## src/rtl/tmr12_pkg.sv

```systemverilog
package tmr12_pkg;
  typedef enum logic {
    MODE_TIMER = 1'b0,
    MODE_EVENT = 1'b1
  } tmr_mode_e;

  localparam int CTRL_RUN_BIT  = 0;
  localparam int CTRL_MODE_BIT = 1;
  localparam int CTRL_CLR_BIT  = 2;
endpackage

```

## src/rtl/tmr12_evt_edge.sv

```systemverilog
module tmr12_evt_edge #(
  parameter int SYNC_W = 2
) (
  input  logic clk_i,
  input  logic rst_ni,
  input  logic evt_i,
  output logic rise_o
);
  logic [SYNC_W-1:0] sync_q;
  logic              prev_q;

  generate
    if (SYNC_W == 1) begin : g_one
      always_ff @(posedge clk_i or negedge rst_ni)
        if (!rst_ni) sync_q <= '0;
        else         sync_q <= evt_i;
    end else begin : g_chain
      always_ff @(posedge clk_i or negedge rst_ni)
        if (!rst_ni) sync_q <= '0;
        else         sync_q <= {sync_q[SYNC_W-2:0], evt_i};
    end
  endgenerate

  always_ff @(posedge clk_i or negedge rst_ni)
    if (!rst_ni) prev_q <= 1'b0;
    else         prev_q <= sync_q[SYNC_W-1];

  assign rise_o = sync_q[SYNC_W-1] & ~prev_q;
endmodule

```

## src/rtl/tmr12_core.sv

```systemverilog
module tmr12_core
  import tmr12_pkg::*;
#(
  parameter int CNT_W = 12,
  parameter int LO_W  = 8
) (
  input  logic                  clk_i,
  input  logic                  rst_ni,
  input  logic                  run_i,
  input  tmr_mode_e             mode_i,
  input  logic                  tick_i,
  input  logic                  evt_rise_i,
  input  logic                  wr_lo_i,
  input  logic                  wr_hi_i,
  input  logic [LO_W-1:0]       wdata_lo_i,
  input  logic [CNT_W-LO_W-1:0] wdata_hi_i,
  output logic [CNT_W-1:0]      cnt_o,
  output logic [CNT_W-1:0]      reload_o,
  output logic                  ovf_o
);
  logic [CNT_W-1:0] cnt_q, cnt_d, reload_q, reload_d;
  logic step, at_max, load_cnt;

  assign step     = run_i & ((mode_i == MODE_TIMER) ? tick_i : evt_rise_i);
  assign at_max   = &cnt_q;
  assign ovf_o    = step & at_max & (mode_i == MODE_TIMER);
  // count registers address the count itself when not a running timer
  assign load_cnt = (mode_i == MODE_EVENT) | ~run_i;

  always_comb begin
    reload_d = reload_q;
    if (mode_i == MODE_TIMER) begin
      if (wr_lo_i) reload_d[LO_W-1:0]     = wdata_lo_i;
      if (wr_hi_i) reload_d[CNT_W-1:LO_W] = wdata_hi_i;
    end
    cnt_d = cnt_q;
    if (load_cnt && (wr_lo_i || wr_hi_i)) begin
      if (wr_lo_i) cnt_d[LO_W-1:0]     = wdata_lo_i;
      if (wr_hi_i) cnt_d[CNT_W-1:LO_W] = wdata_hi_i;
    end else if (step) begin
      cnt_d = ovf_o ? reload_d : cnt_q + 1'b1;
    end
  end

  always_ff @(posedge clk_i or negedge rst_ni)
    if (!rst_ni) begin
      cnt_q    <= '0;
      reload_q <= '0;
    end else begin
      cnt_q    <= cnt_d;
      reload_q <= reload_d;
    end

  assign cnt_o    = cnt_q;
  assign reload_o = reload_q;
endmodule

```

## src/rtl/tmr12_rd_port.sv

```systemverilog
module tmr12_rd_port #(
  parameter int                CNT_W     = 12,
  parameter int                DW        = 8,
  parameter int                ADDR_W    = 5,
  parameter logic [ADDR_W-1:0] LO_ADDR   = 5'h14,
  parameter logic [ADDR_W-1:0] HI_ADDR   = 5'h1C,
  parameter logic [ADDR_W-1:0] CTRL_ADDR = 5'h0F
) (
  input  logic              clk_i,
  input  logic              rst_ni,
  input  logic              re_i,
  input  logic [ADDR_W-1:0] addr_i,
  input  logic [CNT_W-1:0]  cnt_i,
  input  logic [DW-1:0]     ctrl_i,
  output logic [DW-1:0]     rdata_o
);
  localparam int HI_W = CNT_W - DW;

  logic [HI_W-1:0] hi_q;

  always_ff @(posedge clk_i or negedge rst_ni)
    if (!rst_ni)                          hi_q <= '0;
    else if (re_i && addr_i == LO_ADDR)   hi_q <= cnt_i[CNT_W-1:DW];

  always_comb begin
    rdata_o = '0;
    if (addr_i == LO_ADDR)        rdata_o = cnt_i[DW-1:0];
    else if (addr_i == HI_ADDR)   rdata_o[HI_W-1:0] = hi_q;
    else if (addr_i == CTRL_ADDR) rdata_o = ctrl_i;
  end
endmodule

```

## src/rtl/tmr12_counter.sv

```systemverilog
module tmr12_counter
  import tmr12_pkg::*;
#(
  parameter int                CNT_W     = 12,
  parameter int                DW        = 8,
  parameter int                ADDR_W    = 5,
  parameter int                SYNC_W    = 2,
  parameter logic [ADDR_W-1:0] LO_ADDR   = 5'h14,
  parameter logic [ADDR_W-1:0] HI_ADDR   = 5'h1C,
  parameter logic [ADDR_W-1:0] CTRL_ADDR = 5'h0F
) (
  input  logic              clk_i,
  input  logic              rst_ni,
  input  logic [ADDR_W-1:0] addr_i,
  input  logic [DW-1:0]     wdata_i,
  input  logic              we_i,
  input  logic              re_i,
  output logic [DW-1:0]     rdata_o,
  input  logic              tick_i,
  input  logic              evt_i,
  input  logic              irq_en_i,
  output logic              irq_o,
  output logic              wake_o
);
  localparam int HI_W = CNT_W - DW;

  logic             run_q, flag_q, wake_q;
  tmr_mode_e        mode_q;
  logic             evt_rise, ovf, ctrl_wr, wr_lo, wr_hi;
  logic [CNT_W-1:0] cnt_q, reload_q;
  logic [DW-1:0]    ctrl_rd;

  assign ctrl_wr = we_i && addr_i == CTRL_ADDR;
  assign wr_lo   = we_i && addr_i == LO_ADDR;
  assign wr_hi   = we_i && addr_i == HI_ADDR;

  tmr12_evt_edge #(.SYNC_W(SYNC_W)) u_evt (
    .clk_i  (clk_i),
    .rst_ni (rst_ni),
    .evt_i  (evt_i),
    .rise_o (evt_rise)
  );

  tmr12_core #(.CNT_W(CNT_W), .LO_W(DW)) u_core (
    .clk_i      (clk_i),
    .rst_ni     (rst_ni),
    .run_i      (run_q),
    .mode_i     (mode_q),
    .tick_i     (tick_i),
    .evt_rise_i (evt_rise),
    .wr_lo_i    (wr_lo),
    .wr_hi_i    (wr_hi),
    .wdata_lo_i (wdata_i),
    .wdata_hi_i (wdata_i[HI_W-1:0]),
    .cnt_o      (cnt_q),
    .reload_o   (reload_q),
    .ovf_o      (ovf)
  );

  always_ff @(posedge clk_i or negedge rst_ni)
    if (!rst_ni) begin
      run_q  <= 1'b0;
      mode_q <= MODE_TIMER;
    end else if (ctrl_wr) begin
      run_q  <= wdata_i[CTRL_RUN_BIT];
      mode_q <= tmr_mode_e'(wdata_i[CTRL_MODE_BIT]);
    end

  // set wins over a same-cycle clear
  always_ff @(posedge clk_i or negedge rst_ni)
    if (!rst_ni)                               flag_q <= 1'b0;
    else if (ovf && irq_en_i)                  flag_q <= 1'b1;
    else if (ctrl_wr && wdata_i[CTRL_CLR_BIT]) flag_q <= 1'b0;

  always_ff @(posedge clk_i or negedge rst_ni)
    if (!rst_ni) wake_q <= 1'b0;
    else         wake_q <= ovf;

  always_comb begin
    ctrl_rd                = '0;
    ctrl_rd[CTRL_RUN_BIT]  = run_q;
    ctrl_rd[CTRL_MODE_BIT] = mode_q;
    ctrl_rd[CTRL_CLR_BIT]  = flag_q;
  end

  tmr12_rd_port #(
    .CNT_W(CNT_W), .DW(DW), .ADDR_W(ADDR_W),
    .LO_ADDR(LO_ADDR), .HI_ADDR(HI_ADDR), .CTRL_ADDR(CTRL_ADDR)
  ) u_rd (
    .clk_i   (clk_i),
    .rst_ni  (rst_ni),
    .re_i    (re_i),
    .addr_i  (addr_i),
    .cnt_i   (cnt_q),
    .ctrl_i  (ctrl_rd),
    .rdata_o (rdata_o)
  );

  assign irq_o  = flag_q;
  assign wake_o = wake_q;
endmodule

```

## config.mk

```make
export PLATFORM = sky130hd
export DESIGN_NAME = tmr12_counter
export DESIGN_NICKNAME = d
export VERILOG_FILES = /design/src/rtl/tmr12_pkg.sv /design/src/rtl/tmr12_evt_edge.sv /design/src/rtl/tmr12_core.sv /design/src/rtl/tmr12_rd_port.sv /design/src/rtl/tmr12_counter.sv
export SDC_FILE = /design/constraint.sdc
export NUM_CORES = 1
export LEC_CHECK = 0
export BUFFER_PORTS_ARGS = -buffer_cell sky130_fd_sc_hd__buf_4
export CAP_MARGIN = 5
export CORE_MARGIN = 1.5
export CORE_UTILIZATION = 35
export DETAILED_ROUTE_END_ITERATION = 6
export GPL_TIMING_DRIVEN = 1
export MAX_ROUTING_LAYER = met4
export PLACE_DENSITY = 0.51
export SETUP_SLACK_MARGIN = 0.4
export SLEW_MARGIN = 5
export SYNTH_ARGS = -nofsm -noshare
export SYNTH_HDL_FRONTEND = slang
export SYNTH_SLANG_ARGS = --single-unit
```

## constraint.sdc

```tcl
create_clock -name clk_i -period 2.9 [get_ports clk_i]
set_clock_uncertainty 0.05 [all_clocks]
set_input_delay 0.58 -clock clk_i [delete_from_list [all_inputs] [get_ports clk_i]]
set_output_delay 0.58 -clock clk_i [all_outputs]
set_load 0.02 [all_outputs]
```

* Word level (Yosys, flattened, before mapping)
Cells that the tools add are included.
** Operators by class
- Add/subtract/negate cells :: 1
- Equality and inequality tests :: 5
- Multiplexer cells :: 14
- Bitwise logic cells :: 8
- Reduce and logical (&&, ||, !) cells :: 13
** Operators by type and width (count)
- $mux 12 :: 4
- $mux 8 :: 3
- $add 12x1->12 const B :: 1
- $mux 4 :: 3
- $reduce_and 12->1 :: 1
- $eq 5x5->1 const B :: 2
- $logic_and 1x1->1 :: 7
- $eq 5x4->1 const B :: 1
- $and 1x1->1 :: 4
- $ne 2x1->1 const B :: 2
- $reduce_and 2->1 :: 2
- $reduce_bool 2->1 :: 2
- $mux 1 :: 3
- $mux 3 :: 1
- $not 1->1 :: 3
- $logic_or 1x1->1 :: 1
- $or 1x1->1 :: 1
** Word-level totals
- Flip-flop bits (word level) :: 35
- Input port bits :: 20
- Output and inout port bits :: 10
- Logic and storage cells :: 51

* Depth between registers and ports, before layout
Gate-level depths: netlist (run 1).
- Word-level depth :: 9
- Depth in mapped cells :: 7
- Gate-level depth less buffers :: 7

* Cells and area by module
A second synthesis (run 1) with hierarchy kept.
** Unflattened totals
- Cells, all modules :: 217
- Area, all modules :: 2182.1 um2
** Modules (own cells, without submodules)
- tmr12_core :: times used 1, cells an instance 158, area an instance 1520.2 um2, sequential area each 600.6 um2
- tmr12_rd_port :: times used 1, cells an instance 36, area an instance 369.1 um2, sequential area each 100.1 um2
- tmr12_counter :: times used 1, cells an instance 19, area an instance 203.9 um2, sequential area each 100.1 um2
- tmr12_evt_edge :: times used 1, cells an instance 4, area an instance 88.8 um2, sequential area each 75.1 um2

* Worst setup path before layout (run 1)
Ideal clock, no wire load.
- Path kind :: input-to-reg
- From :: input addr_i[0]
- To :: register u_core.cnt_q[5], in the netlist u_core.cnt_o[5]
- Library setup time :: 126 ps
- Arrival :: 2213 ps
- Required time :: 2724 ps
- Slack :: 511 ps
- Stages :: 6
- Path buffers :: 1
- Cells stage by stage :: nand4bb_1 or4b_1 buf_2 mux2_4 mux2_2 a221o_1
** On the way
- Cells in the longest elaborated chain, start to end :: 7
** RTL lines
- start, declared :: line tmr12_counter.sv:14 : input logic [ADDR_W-1:0] addr_i,
- $eq 5x5->1 :: line tmr12_counter.sv:34 : assign wr_lo = we_i && addr_i == LO_ADDR;
- $logic_and 1x1->1 :: line tmr12_counter.sv:34
- $mux 8 :: line tmr12_core.sv:33 : if (wr_lo_i) reload_d[LO_W-1:0] = wdata_lo_i;
- $mux 12 :: line tmr12_core.sv:32 : if (mode_i == MODE_TIMER) begin
- via u_core.reload_d[5] :: line tmr12_core.sv:21 : logic [CNT_W-1:0] cnt_q, cnt_d, reload_q, reload_d;
- $mux 12 :: line tmr12_core.sv:41 : cnt_d = ovf_o ? reload_d : cnt_q + 1'b1;
- $mux 12 :: line tmr12_core.sv:40 : end else if (step) begin
- $mux 12 :: line tmr12_core.sv:37 : if (load_cnt && (wr_lo_i || wr_hi_i)) begin
- end signal, assigned :: line tmr12_core.sv:50 : cnt_q <= cnt_d;
- end, declared :: line tmr12_core.sv:21
The timed path passes the listed nets, and every way through them passes these cells. The select of a mux whose other input is x is not followed.
A chain may end at the register's enable or synchronous reset.

* Worst setup path in the final report (run 1)
- From :: register u_core.cnt_q[5], in the netlist u_core.cnt_o[5]
- To :: register u_core.cnt_q[10], in the netlist u_core.cnt_o[10]
** On the way
- Cells in the longest elaborated chain, start to end :: 6
** RTL lines
- $reduce_and 12->1 :: line tmr12_core.sv:25 : assign at_max = &cnt_q;
- $and 1x1->1 (2 in series) :: line tmr12_core.sv:26 : assign ovf_o = step & at_max & (mode_i == MODE_TIMER);
- via ovf :: line tmr12_counter.sv:29 : logic evt_rise, ovf, ctrl_wr, wr_lo, wr_hi;
- $mux 12 :: line tmr12_core.sv:41
- $mux 12 :: line tmr12_core.sv:40
- $mux 12 :: line tmr12_core.sv:37
The timed path passes the listed nets, and every way through them passes these cells. The select of a mux whose other input is x is not followed.

==> results of run 1 <==
-- cell usage after synthesis (2+ instances only) --
cell type  instances
inv_1              7
dfrtp_1           35
a31oi_1            2
and2_1             7
nand3b_1           2
nor2_1             5
mux2_4             2
o31ai_1            2
xnor2_1            3
a211oi_1           2
o211ai_1           2
a31o_2             2
a311oi_1           2
o21ai_0           12
a22oi_1            5
a22o_1             2
nor3b_1            2
and3_1             7
mux2_2            15
nand4_1            2
a221o_1            2
a21oi_1            4
nor3_1             5
nand3_1            7
clkbuf_1           5
nand2_1           22
-- routing by layer --
layer | vias to the layer above | track usage
li1 | 775 | -
met1 | 820 | 0.2598
met2 | 43 | 0.3045
met3 | 4 | 0.04671
met4 | 0 | 0.05000
met5 | - | -
-- report_power, final --
group          internal, W  total (W)  switching (W)
Combinational     0.000197   0.000375       0.000178
Clock             0.000167   0.000355       0.000188
Sequential        0.000595   0.000723       0.000129
-- stage by stage --
step	util	hold WS, ns	power [W]	cells	instance area (um^2)
finish	0.4475	0.1832	0.001454	295	2315
global route	0.4475	0.2082	0.001550	295	2315
CTS	0.4468	0.1976	0.001464	295	2311
detailed placement	0.4296	0.2911	0.001102	287	2222
global placement	0.4296	0.2866	0.001091	287	2222
floorplan	-	0.2344	0.0009581	188	1896
-- flip-flops by register name, summed over array words and instances (netlist names) --
signal / count
u_evt.sync_q: 2
mode_q: 1
u_core.reload_o: 12
wake_o: 1
u_evt.prev_q: 1
u_core.cnt_o: 12
irq_o: 1
run_q: 1
u_rd.hi_q: 4
-- logic make-up after synthesis --
kind of cell	count (synthesis)	share of synthesized area
and+or+nand+nor	66	0.1848
AOI/OAI and AO/OA	50	0.1908
DFF	35	0.4620
muxes	17	0.1050
buffers and inverters	15	0.03234
xor gates and xnor gates	4	0.01849
adders and majority gates	1	0.006600
-- worst max-delay path by stage --
stage                          startpoint               end  slack, ns
after floorplan                 addr_i[0]   u_core.cnt_o[5]       0.51
after global placement          addr_i[0]   u_core.cnt_o[5]       0.19
after detailed placement        addr_i[0]   u_core.cnt_o[7]       0.14
after CTS                       addr_i[0]   u_core.cnt_o[7]       0.44
after global routing            addr_i[3]        rdata_o[2]       0.40
final                     u_core.cnt_o[5]  u_core.cnt_o[10]       0.50
-- layout make-up --
class | instances | area share
sequential | 35 | 0.3784
tap | 70 | 0.03784
timing repair buffer | 36 | 0.1168
clock buffer | 5 | 0.02973
clock inverter | 3 | 0.008649
multi-input combinational | 138 | 0.4157
inverter | 8 | 0.01297
==> flow_summary.json, run 1 <==
{
  "seqCellArea_um2": 875.8,
  "p_leak_nw": 1.046,
  "start_util": 0.3665,
  "die_h_um": 76.59,
  "cts_setup_buffers": 0,
  "ys.flop_type": "dfrtp_1",
  "clockBufferDepth": 2,
  "r2r_cells": 6,
  "critPathArrivalTime_ns": 2.52,
  "tns_ns": 0,
  "track_usage": 0.1967,
  "drcViolationCount": 0,
  "path_buf_inv": 1,
  "clockRootBuffer": "clkbuf_8",
  "peakVddDrop_mv": 0.2925,
  "cp_cell_sequence": "and3_1 > and2_1 > nand2_1 > clkinv_1 > a2111oi_0 > a211oi_1",
  "cp.depth": 6,
  "final-setup-viol-count": 0,
  "setup_ws_ns": 0.4972,
  "place_congestion": 0.8161,
  "path_delay_family": "simple AND/OR/NAND/NOR gates",
  "rows": 26,
  "cts-hold-fix-buffers": 0,
  "dieArea_um2": 5866,
  "tightest_slew_ns": 0.5542,
  "cpMaxStageDelayCell": "a2111oi_0",
  "maxCapViolations": 0,
  "grt_max_degree": 36,
  "avgSynthCellArea_um2": 10.08,
  "netlist_area_um2": 1896,
  "wirelength_mm": 5.249,
  "fin_crit_sh": 0.8286,
  "reg2reg_to": "u_core.cnt_o[10]",
  "crit_type": "reg2reg",
  "drtIter0Drc": 198,
  "multiInputGateArea_um2": 962.2,
  "top_layer": "met4",
  "start_kind": "flop",
  "syn_inst": 188,
  "reg2reg_setup_slack_ns": 0.50,
  "design.core.area_um2": 5172,
  "syn_nets": 209,
  "final_max_slew_viol_count": 0,
  "post_drt_wl_per_cell_um": 17.79,
  "via_count": 1642,
  "drt-met1-wl_mm": 2.448,
  "synth_area_leader_cell": "dfrtp_1",
  "syn_to_final_growth_pct": 22.11,
  "synth_edf_count": 0,
  "hold_path.class": "in2async",
  "fill_cells": 491,
  "die_w_um": 76.59,
  "period_needed_ns": 2.403,
  "crit_path_end_kind": "flop",
  "met2WireLength_mm": 2.481,
  "cts_resized": 0,
  "max_slew_margin": 0.6277,
  "num-nets-final": 245,
  "max_stage_delay_ns": 0.51,
  "antenna_found_initial": 0,
  "wl_met3_um": 283,
  "grt_pass1_wl_mm": 8.687,
  "via_per_inst": 5.566,
  "ios": 30,
  "timing.rr.start": "u_core.cnt_o[5]",
  "required_ns": 3.01,
  "n_antenna_cell": 0,
  "pre_cts_slack_ns": 0.1361,
  "ys_warn_count": 0,
  "ant_nets": 0,
  "yosys-top-cells-area": "dfrtp_1 46%, mux2_2 8.9%, nand2_1 4.4%",
  "crit_path_max_fanout": 9,
  "layout-drive-gt1-share": 0.2889,
  "clk_latency_ns": 0.29,
  "hold_violations": 0,
  "grt.overflow.total": 0,
  "fmax_ghz": 0.4162,
  "path_clk_slew_ns": 0.07,
  "layout_commonest_cell": "buf_4",
  "cts_tree": "built",
  "most-common-layout-cells": "36 x buf_4, 35 x dfrtp_1, 22 x nand2_1, 15 x mux2_2, 12 x o21ai_0",
  "synth_top_area_frac": 0.4620,
  "ys_seq_area_frac": 0.4620,
  "status": "completed",
  "dr.pass1.iters": 4,
  "grt_pass1_vias": 1671,
  "clkSinkCount": 35,
  "synth_cell_type_count": 51,
  "power.density_nw_per_um2": 628.2,
  "cts_buffers": 5,
  "htreeDepth": 2,
  "ys_ff_latch": 35,
  "hpwl_mm": 3.986,
  "async_reset_ff_frac": 1.000,
  "portBuffers": 29,
  "rsz0062_at_grt": "no"
}
No activity file was read; power rests on OpenSTA's default activity.
==> inputs of run 2 (changes only) <==
--- a/config.mk
+++ b/config.mk
@@ -12,7 +12,7 @@
 export DETAILED_ROUTE_END_ITERATION = 6
 export GPL_TIMING_DRIVEN = 1
 export MAX_ROUTING_LAYER = met4
-export PLACE_DENSITY = 0.51
+export PLACE_DENSITY = 0.53
 export SETUP_SLACK_MARGIN = 0.4
 export SLEW_MARGIN = 5
 export SYNTH_ARGS = -nofsm -noshare
==> constraint.sdc (replaced) <==
create_clock -name clk_i -period 2 [get_ports clk_i]
set_clock_uncertainty 0.05 [all_clocks]
set_input_delay 0.4 -clock clk_i [delete_from_list [all_inputs] [get_ports clk_i]]
set_output_delay 0.4 -clock clk_i [all_outputs]
set_load 0.02 [all_outputs]
==> flow_summary.json, run 2 (synthesis results as in run 1) <==
{
  "status": "complete, but fails checks",
  "violations": "setup timing",
  "most-common-layout-cells": "60 x buf_4, 35 x dfrtp_1, 28 x buf_6, 15 x nand2_1, 10 x mux2_2",
  "path_buf_inv": 1,
  "start_util": 0.3665,
  "n_antenna_cell": 0,
  "wl_met3_um": 324,
  "p_int_w": 0.001716,
  "start_kind": "input pin",
  "grt_pass1_vias": 1907,
  "hold_path.class": "in2async",
  "dr.pass1.iters": 4,
  "max_slew_margin": 0.6925,
  "grt_max_degree": 36,
  "syn_to_final_growth_pct": 66.01,
  "rows": 26,
  "htreeDepth": 2,
  "fill_cells": 422,
  "critPathArrivalTime_ns": 2.19,
  "drcViolationCount": 0,
  "hold_violations": 0,
  "clockRootBuffer": "clkbuf_8",
  "peakVddDrop_mv": 0.3709,
  "power.density_nw_per_um2": 822.1,
  "crit_path_max_fanout": 3,
  "via_per_inst": 5.500,
  "antenna_found_initial": 0,
  "postLayoutCellArea_um2": 3147,
  "crit_type": "in2reg",
  "met2WireLength_mm": 3.086,
  "ant_nets": 0,
  "die_h_um": 76.59,
  "multiInputGateArea_um2": 1264,
  "clockPowerShare": 0.226,
  "design.core.area_um2": 5172,
  "cts_buffers": 5,
  "final_max_slew_viol_count": 0,
  "fmax_ghz": 0.4862,
  "layout_commonest_cell": "buf_4",
  "via_count": 1914,
  "cpMaxStageDelayCell": "or4b_4",
  "drtIter0Drc": 115,
  "post_drt_wl_per_cell_um": 18.19,
  "required_ns": 2.13,
  "placed_area_um2": 2519,
  "grt.overflow.total": 0,
  "final-setup-viol-count": 5,
  "pwr-share-seq": 0.387,
  "tightest_slew_ns": 0.4613,
  "ios": 30,
  "pwr-share-comb": 0.387,
  "fin_crit_sh": 1.028,
  "max_stage_delay_ns": 0.56,
  "layout-drive-gt1-share": 0.5755,
  "crit_path_frequent_cell": "mux2_4",
  "cp_cell_sequence": "buf_8 > nand4bb_4 > or4b_4 > mux2_4 > mux2_4 > a221o_1",
  "p_sw_w": 0.0008705,
  "drt-met1-wl_mm": 2.789,
  "clk_latency_ns": 0.29,
  "dieArea_um2": 5866,
  "track_usage": 0.2293,
  "period_needed_ns": 2.057,
  "wirelength_mm": 6.330,
  "cts-hold-fix-buffers": 0,
  "portBuffers": 29,
  "die_w_um": 76.59,
  "path_delay_family": "simple AND/OR/NAND/NOR gates",
  "holdWs_ns": 0.01076,
  "pre_cts_slack_ns": -0.4980,
  "path_clk_slew_ns": 0.07,
  "p_total_w": 0.002587,
  "num-nets-final": 298,
  "grt_pass1_wl_mm": 10.14,
  "hpwl_mm": 4.382,
  "p_sw_frac": 0.3365,
  "maxCapViolations": 0,
  "rsz0062_at_grt": "yes",
  "top_layer": "met4",
  "seqCellArea_um2": 875.8,
  "clockBufferDepth": 2,
  "crit_path_end_kind": "flop",
  "setup_ws_ns": -0.05664,
  "place_congestion": 0.8934,
  "clkSinkCount": 35,
  "p_leak_nw": 1.442,
  "cts_tree": "built"
}
-- run 2: changes by cell type in the layout (fill, tap and decap cells not counted), moves of 5 or more --
cell	previous run	this run
mux2_4	2	7
o21ai_0	12	6
o21ai_1	0	5
mux2_2	15	10
buf_4	36	60
buf_6	0	28
nand2_2	0	6
nand2_1	22	15
-- run 2: routing by layer --
metal | vias up | track usage
li1 | 888 | -
met1 | 952 | 0.3047
met2 | 60 | 0.3616
met3 | 14 | 0.03353
met4 | 0 | 0.07222
met5 | - | -
-- run 2: stage by stage --
stage	std cells	utilization	TNS, ns
final	348	0.6084	-0.1713
after global routing	348	0.6084	-0.2944
after CTS	343	0.5740	-0.2098
after detailed placement	322	0.4869	-4.145
after global placement	322	0.4869	-3.682
after floorplan	188	-	-0.6709
-- run 2: final timing paths --
| kind | start | to | slack (ns) | cells past startpoint |
|---|---|---|---|---|
| worst max-delay path | addr_i[1] | u_core.cnt_o[7] | -0.06 | 6 |
| worst min-delay path | rst_ni | irq_o | 0.01 | 1 |
| worst max register to register | mode_q | u_core.cnt_o[7] | -0.02 | 4 |
| worst min register to register | u_evt.sync_q[0] | u_evt.sync_q[1] | 0.30 | 0 |
| max in group asynchronous | rst_ni | u_core.cnt_o[5] | 1.57 | 1 |
| min in group clk_i | evt_i | u_evt.sync_q[0] | 0.16 | 1 |
-- run 2: final cells by class --
type                       instances  share of cell area
multi-input combinational        138              0.4016
sequential                        35              0.2783
timing repair buffer              89              0.2481
tap                               70             0.02783
inverter                           8             0.01113
clock inverter                     1            0.002386
clock buffer                       7             0.03062
-- run 2: power by group through the flow --
stage / clock network, W / registers (W) / logic [W]
floorplan: 0 / 0.000989 / 0.000409
CTS: 0.000595 / 0.000978 / 0.000890
global route: 0.000623 / 0.00102 / 0.00108
finish: 0.000584 / 0.00100 / 0.00100
detailed placement: 0 / 0.000985 / 0.000790
global placement: 0 / 0.000982 / 0.000783
-- run 2: repair_timing --
item                                    CTS  global route
pin swaps                                16            15
endpoints found under the setup margin   28            31
gates cloned                              0             1
resized for setup                        64            33
buffers inserted                         13             4
